===== src/rtl/ptw_pkg.sv =====
package ptw_pkg;

    typedef enum logic [1:0] {
        WALK_IDLE  = 2'd0,
        WALK_ISSUE = 2'd1,
        WALK_WAIT  = 2'd2
    } walk_state_e;

endpackage


===== src/rtl/ptw_index_sel.sv =====
module ptw_index_sel #(
    parameter int  IDX_W  = 9,
    parameter int  OFF_W  = 12,
    parameter int  LEVELS = 5,
    localparam int VA_W   = OFF_W + IDX_W * LEVELS,
    localparam int LVL_W  = $clog2(LEVELS + 1)
) (
    input  logic [VA_W-1:0]  vaddr_i,
    input  logic [LVL_W-1:0] lvl_i,
    output logic [IDX_W-1:0] idx_o
);

    logic [IDX_W-1:0] slice_w [LEVELS];

    generate
        for (genvar g = 0; g < LEVELS; g++) begin : g_slice
            assign slice_w[g] = vaddr_i[OFF_W + IDX_W * g +: IDX_W];
        end
    endgenerate

    always_comb begin
        idx_o = '0;
        for (int k = 0; k < LEVELS; k++) begin
            if (int'(lvl_i) == k + 1) begin
                idx_o = slice_w[k];
            end
        end
    end

endmodule


===== src/rtl/ptw_entry_addr.sv =====
module ptw_entry_addr #(
    parameter int  PA_W    = 52,
    parameter int  ADDR_W  = 64,
    parameter int  IDX_W   = 9,
    parameter int  OFF_W   = 12,
    localparam int BASE_W  = PA_W - OFF_W,
    localparam int SHIFT_W = OFF_W - IDX_W
) (
    input  logic [BASE_W-1:0] base_i,
    input  logic [IDX_W-1:0]  idx_i,
    output logic [ADDR_W-1:0] addr_o
);

    logic [PA_W-1:0] phys_w;

    always_comb begin
        phys_w = {base_i, idx_i, {SHIFT_W{1'b0}}};
        addr_o = ADDR_W'(phys_w);
    end

endmodule


===== src/rtl/ptw_ctrl.sv =====
module ptw_ctrl
    import ptw_pkg::*;
#(
    parameter int  PA_W   = 52,
    parameter int  DATA_W = 64,
    parameter int  IDX_W  = 9,
    parameter int  OFF_W  = 12,
    parameter int  LEVELS = 5,
    localparam int VA_W   = OFF_W + IDX_W * LEVELS,
    localparam int VA_S_W = VA_W - IDX_W,
    localparam int BASE_W = PA_W - OFF_W,
    localparam int LVL_W  = $clog2(LEVELS + 1)
) (
    input  logic              clk,
    input  logic              rst_n,
    input  logic              start_i,
    input  logic              mode5_i,
    input  logic [BASE_W-1:0] root_base_i,
    input  logic [VA_W-1:0]   vaddr_i,
    input  logic              req_ready_i,
    input  logic              resp_valid_i,
    input  logic [DATA_W-1:0] resp_data_i,
    output logic              req_valid_o,
    output logic              busy_o,
    output logic [LVL_W-1:0]  lvl_o,
    output logic [BASE_W-1:0] base_o,
    output logic [VA_W-1:0]   va_o,
    output logic              done_o,
    output logic              fault_o,
    output logic [LVL_W-1:0]  fault_lvl_o,
    output logic [PA_W-1:0]   paddr_o
);

    typedef struct packed {
        walk_state_e       st;
        logic [LVL_W-1:0]  lvl;
        logic [BASE_W-1:0] base;
        logic [VA_W-1:0]   va;
        logic              done;
        logic              fault;
        logic [LVL_W-1:0]  flvl;
        logic [PA_W-1:0]   paddr;
    } ctrl_s;

    ctrl_s q, d;

    logic              present_w;
    logic [BASE_W-1:0] next_base_w;
    logic              unused_bits;

    assign present_w   = resp_data_i[0];
    assign next_base_w = resp_data_i[PA_W-1:OFF_W];
    assign unused_bits = ^{resp_data_i[DATA_W-1:PA_W], resp_data_i[OFF_W-1:1]};

    always_comb begin
        d      = q;
        d.done = 1'b0;
        unique case (q.st)
            WALK_IDLE: begin
                if (start_i) begin
                    d.st   = WALK_ISSUE;
                    d.base = root_base_i;
                    if (mode5_i) begin
                        d.lvl = LVL_W'(LEVELS);
                        d.va  = vaddr_i;
                    end else begin
                        d.lvl = LVL_W'(LEVELS - 1);
                        d.va  = {{IDX_W{1'b0}}, vaddr_i[VA_S_W-1:0]};
                    end
                end
            end
            WALK_ISSUE: begin
                if (req_ready_i) begin
                    d.st = WALK_WAIT;
                end
            end
            WALK_WAIT: begin
                if (resp_valid_i) begin
                    if (!present_w) begin
                        d.st    = WALK_IDLE;
                        d.done  = 1'b1;
                        d.fault = 1'b1;
                        d.flvl  = q.lvl;
                        d.paddr = '0;
                    end else if (q.lvl == LVL_W'(1)) begin
                        d.st    = WALK_IDLE;
                        d.done  = 1'b1;
                        d.fault = 1'b0;
                        d.flvl  = '0;
                        d.paddr = {next_base_w, q.va[OFF_W-1:0]};
                    end else begin
                        d.st   = WALK_ISSUE;
                        d.lvl  = q.lvl - LVL_W'(1);
                        d.base = next_base_w;
                    end
                end
            end
            default: begin
                d.st = WALK_IDLE;
            end
        endcase
    end

    always_ff @(posedge clk or negedge rst_n) begin
        if (!rst_n) begin
            q <= '{st: WALK_IDLE, lvl: '0, base: '0, va: '0, done: 1'b0,
                   fault: 1'b0, flvl: '0, paddr: '0};
        end else begin
            q <= d;
        end
    end

    assign req_valid_o = (q.st == WALK_ISSUE);
    assign busy_o      = (q.st != WALK_IDLE);
    assign lvl_o       = q.lvl;
    assign base_o      = q.base;
    assign va_o        = q.va;
    assign done_o      = q.done;
    assign fault_o     = q.fault;
    assign fault_lvl_o = q.flvl;
    assign paddr_o     = q.paddr;


    one_outstanding_chk: assert property (@(posedge clk) disable iff (!rst_n)
        req_valid_o && req_ready_i |=> !req_valid_o);


    done_pulse_chk: assert property (@(posedge clk) disable iff (!rst_n)
        done_o |=> !done_o);


    va_frozen_chk: assert property (@(posedge clk) disable iff (!rst_n)
        busy_o |=> $stable(va_o) || !busy_o);


    fault_stop_chk: assert property (@(posedge clk) disable iff (!rst_n)
        (q.st == WALK_WAIT) && resp_valid_i && !resp_data_i[0]
        |=> done_o && fault_o && !req_valid_o && !busy_o);


    start_accept_chk: assert property (@(posedge clk) disable iff (!rst_n)
        !busy_o && start_i |=> busy_o && req_valid_o);

endmodule


===== src/rtl/pt_walker.sv =====
module pt_walker #(
    parameter int  PA_W   = 52,
    parameter int  ADDR_W = 64,
    parameter int  DATA_W = 64,
    parameter int  IDX_W  = 9,
    parameter int  OFF_W  = 12,
    parameter int  LEVELS = 5,
    localparam int VA_W   = OFF_W + IDX_W * LEVELS,
    localparam int LVL_W  = $clog2(LEVELS + 1)
) (
    input  logic              clk,
    input  logic              rst_n,
    input  logic              start_i,
    input  logic              mode5_i,
    input  logic [ADDR_W-1:0] root_i,
    input  logic [VA_W-1:0]   vaddr_i,
    output logic              busy_o,
    output logic              req_valid_o,
    input  logic              req_ready_i,
    output logic [ADDR_W-1:0] req_addr_o,
    input  logic              resp_valid_i,
    input  logic [DATA_W-1:0] resp_data_i,
    output logic              done_o,
    output logic              fault_o,
    output logic [LVL_W-1:0]  fault_lvl_o,
    output logic [PA_W-1:0]   paddr_o
);

    localparam int BASE_W = PA_W - OFF_W;

    logic [LVL_W-1:0]  lvl_w;
    logic [BASE_W-1:0] base_w;
    logic [VA_W-1:0]   va_w;
    logic [IDX_W-1:0]  idx_w;
    logic              unused_root;

    assign unused_root = ^{root_i[ADDR_W-1:PA_W], root_i[OFF_W-1:0]};

    ptw_ctrl #(
        .PA_W   (PA_W),
        .DATA_W (DATA_W),
        .IDX_W  (IDX_W),
        .OFF_W  (OFF_W),
        .LEVELS (LEVELS)
    ) i_ctrl (
        .clk          (clk),
        .rst_n        (rst_n),
        .start_i      (start_i),
        .mode5_i      (mode5_i),
        .root_base_i  (root_i[PA_W-1:OFF_W]),
        .vaddr_i      (vaddr_i),
        .req_ready_i  (req_ready_i),
        .resp_valid_i (resp_valid_i),
        .resp_data_i  (resp_data_i),
        .req_valid_o  (req_valid_o),
        .busy_o       (busy_o),
        .lvl_o        (lvl_w),
        .base_o       (base_w),
        .va_o         (va_w),
        .done_o       (done_o),
        .fault_o      (fault_o),
        .fault_lvl_o  (fault_lvl_o),
        .paddr_o      (paddr_o)
    );

    ptw_index_sel #(
        .IDX_W  (IDX_W),
        .OFF_W  (OFF_W),
        .LEVELS (LEVELS)
    ) i_index_sel (
        .vaddr_i (va_w),
        .lvl_i   (lvl_w),
        .idx_o   (idx_w)
    );

    ptw_entry_addr #(
        .PA_W   (PA_W),
        .ADDR_W (ADDR_W),
        .IDX_W  (IDX_W),
        .OFF_W  (OFF_W)
    ) i_entry_addr (
        .base_i (base_w),
        .idx_i  (idx_w),
        .addr_o (req_addr_o)
    );


    req_hold_chk: assert property (@(posedge clk) disable iff (!rst_n)
        req_valid_o && !req_ready_i |=> req_valid_o && $stable(req_addr_o));


    done_idle_chk: assert property (@(posedge clk) disable iff (!rst_n)
        done_o |-> !busy_o && !req_valid_o);

endmodule


===== config.mk =====
export PLATFORM = sky130hd
export DESIGN_NAME = pt_walker
export DESIGN_NICKNAME = d
export VERILOG_FILES = /design/src/rtl/ptw_pkg.sv /design/src/rtl/ptw_index_sel.sv /design/src/rtl/ptw_entry_addr.sv /design/src/rtl/ptw_ctrl.sv /design/src/rtl/pt_walker.sv
export SDC_FILE = /design/constraint.sdc
export NUM_CORES = 1
export LEC_CHECK = 0
export BUFFER_PORTS_ARGS = -buffer_cell sky130_fd_sc_hd__buf_2
export CAP_MARGIN = 5
export CORE_ASPECT_RATIO = 2
export CORE_MARGIN = 5
export CORE_UTILIZATION = 30
export CTS_CLUSTER_DIAMETER = 50
export CTS_CLUSTER_SIZE = 14
export DETAILED_ROUTE_END_ITERATION = 8
export GPL_ROUTABILITY_DRIVEN = 0
export HOLD_SLACK_MARGIN = 0.06
export SLEW_MARGIN = 20
export SYNTH_ARGS = -nofsm -noshare
export SYNTH_HDL_FRONTEND = slang
export SYNTH_SLANG_ARGS = --single-unit

===== constraint.sdc =====
create_clock -name clk -period 2.45 [get_ports clk]
set_clock_uncertainty 0.15 [all_clocks]
set_input_delay 0.1225 -clock clk [delete_from_list [all_inputs] [get_ports clk]]
set_output_delay 0.1225 -clock clk [all_outputs]
set_load 0.03 [all_outputs]

==> out/metrics.yaml <==
layout-drive-gt1-share: 0.300
die_w_um: 125
synth-edff-count: 0
core_um2: 26300
slew-limit-headroom: 0.602
fmax_mhz: 418
netlist_instances: 923
nNetsFinal: 1417
avgSynthCellArea_um2: 8.66
setup_violations: 0
status: "completed"
dr.pass1.iters: 4
synth_commonest_cells: "nand2_1 (371), dfrtp_1 (159), buf_4 (117)"
yosysUniqueCellTypes: 35
critPathLaunchType: "flop"
cts.htree.levels: 4
synth_ff_type: "dfrtp_1"
grt_first_pass_wirelength_um: 39300
grt_max_degree: 64
row_count: 84
worstPathArrival_ps: 2120
die_area_um2: 30200
io_buffers: 251
drv_slew: 0
p_leak_nw: 5.73
synthTopCellsByArea: "dfrtp_1 (50%), nand2_1 (17%), buf_4 (11%)"
powerDensity_nw_per_um2: 1070
worstSetupPathType: "flop to output port"
routedWlPerCell_um: 15.9
synthArstFlopShare: 1.00
critPathMaxFanout: 6
syn2layout_area_growth_pct: 40.1
synth_top_area_cell: "dfrtp_1"
cts_buffers: 17
dp_cells: 1390
viasPerCell: 4.49
overflow: 0
fp.dieH_um: 241
preCtsSetupSlack_ps: 150
final_cells: 1579
synth.most_common_cell: "nand2_1"
drc: 0
dp_hpwl_um: 17300
ys_seq_area_frac: 0.497
tightest_slew_ps: 597
drtIter0Drc: 199
finalCritPeriodShare: 0.976
postRouteAntennaNets: 0
start_util: 0.304
drv_cap: 0
cts_root_buffer: "clkbuf_16"
netlist_area_um2: 8000
antenna_found_initial: 1
grt_pass1_vias: 7351
n_fill_cell: 2556
yosys_warnings: 0
synth_top_area_frac: 0.497
grt.total_usage: 0.167
clkTransAtPathRegs_ps: 60
synth-seq-cells: 159
wl_um: 25100
cts_tree: "done"
num_vias: 7086
peakVddDrop_mv: 0.768
hold_viol_final: 0
worstPathRequired_ps: 2180
clock_sinks: 159
min_period_ps: 2390
top_level_ports: 314
cp-end-kind: "output port"
setup_ws_ps: 59.4
hp-class: "primary input to flop"
insertion_delay_ps: 430
clock_path_buffers: 2
layout make-up:
| type | count | area (um^2) | share of cell area |
|---|---|---|---|
| Timing Repair Buffer | 432 | 3130 | 0.279 |
| Multi-Input combinational cell | 603 | 3050 | 0.272 |
| Inverter | 8 | 32.5 | 0.00290 |
| Clock buffer | 22 | 464 | 0.0414 |
| Tap cell | 344 | 430 | 0.0384 |
| Clock inverter | 10 | 113 | 0.0101 |
| Sequential cell | 159 | 3980 | 0.355 |
| Antenna cell | 1 | 2.50 | 0.000223 |
routing by layer:
metal | track usage | wire length (um) | up-vias
li1 | - | - | 3433
met4 | 0.0855 | 1060 | 0
met2 | 0.318 | 14100 | 221
met5 | 0 | 0 | -
met3 | 0.0334 | 945 | 58
met1 | 0.172 | 9070 | 3374
power by group:
part	total (mW)	leakage, nW	switching [mW]	internal (mW)
clock network	2.62	0.280	1.07	1.55
logic	5.35	3.37	3.33	2.02
registers	3.98	2.08	0.485	3.50
total	11.9	5.73	4.88	7.06
layout by cell type (no fill, tap or decap), drive strengths merged:
master	count
nor2b	4
clkbuf	23
a21oi	7
clkinv	6
ha	5
o21ai	71
buf	279
dfrtp	159
nand2b	1
o22ai	1
bufinv	2
clkinvlp	2
nand3b	1
dlygate4sd3	152
or2	1
a221oi	4
or4b	1
o211ai	1
a21o	1
diode	1
nor3	1
nand2	371
a22o	10
mux2i	1
nor2	6
nand3	52
and2	1
nand4	1
o31ai	6
mux2	40
conb	15
o2bb2ai	1
inv	8
state kept, by name (all words and copies together), names as in the netlist:
name and cells:
i_ctrl.va_o 57, i_ctrl.paddr_o 52, i_ctrl.base_o 40, i_ctrl.fault_lvl_o 3, i_ctrl.lvl_o 3, i_ctrl.q 2
i_ctrl.done_o 1, i_ctrl.fault_o 1
cell families (layout without fill, tap and decap cells):
| family | Yosys count | in the layout | synth area share |
|---|---|---|---|
| AOI/OAI and AO/OA | 102 | 102 | 0.0754 |
| adders and majority gates | 5 | 5 | 0.00782 |
| buffers and inverters | 175 | 472 | 0.142 |
| DFF | 159 | 159 | 0.497 |
| muxes | 41 | 41 | 0.0576 |
| other | 1 | 16 | 0.000469 |
| and+or+nand+nor | 440 | 440 | 0.219 |
final timing paths:
check | start | endpoint | slack [ps] | cells past startpoint
max reg2reg | i_ctrl.q[158] | i_ctrl.va_o[48] | 260 | 6
max in group asynchronous | rst_n | i_ctrl.va_o[32] | 1520 | 3
min in group asynchronous | rst_n | i_ctrl.lvl_o[0] | 140 | 3
min reg2reg | i_ctrl.va_o[37] | i_ctrl.va_o[37] | 320 | 2
max | i_ctrl.lvl_o[0] | req_addr_o[11] | 60 | 8
min | start_i | i_ctrl.lvl_o[1] | 130 | 5
metrics by stage:
stage / setup TNS (ps) / hold slack (ps) / util / power [mW] / cell area (um^2)
floorplan: 0 / -323 / - / 7.69 / 8050
global placement: 0 / -35.2 / 0.340 / 8.80 / 8930
detailed placement: 0 / -38.1 / 0.340 / 8.89 / 8930
CTS: 0 / 91.0 / 0.423 / 11.9 / 11100
global route: -5.97 / 138 / 0.426 / 12.7 / 11200
finish: 0 / 126 / 0.426 / 11.9 / 11200
worst max-delay path: stages, from the launching register on:
cell	delay, ps
dfrtp_2	460
inv_4	110
ha_4	180
nor2_1	50
buf_4	150
a221oi_2	330
buf_4	180
o31ai_2	60
buf_4	170
what timing repair did:
item,in CTS,in global routing
pin swaps,0,1
setup buffers,1,0
setup endpoints to repair,9,9
gates cloned,0,1
hold buffers,154,0
hold endpoints to repair,305,0
gates resized for setup,16,20
Power figures use the tool's default switching activity.
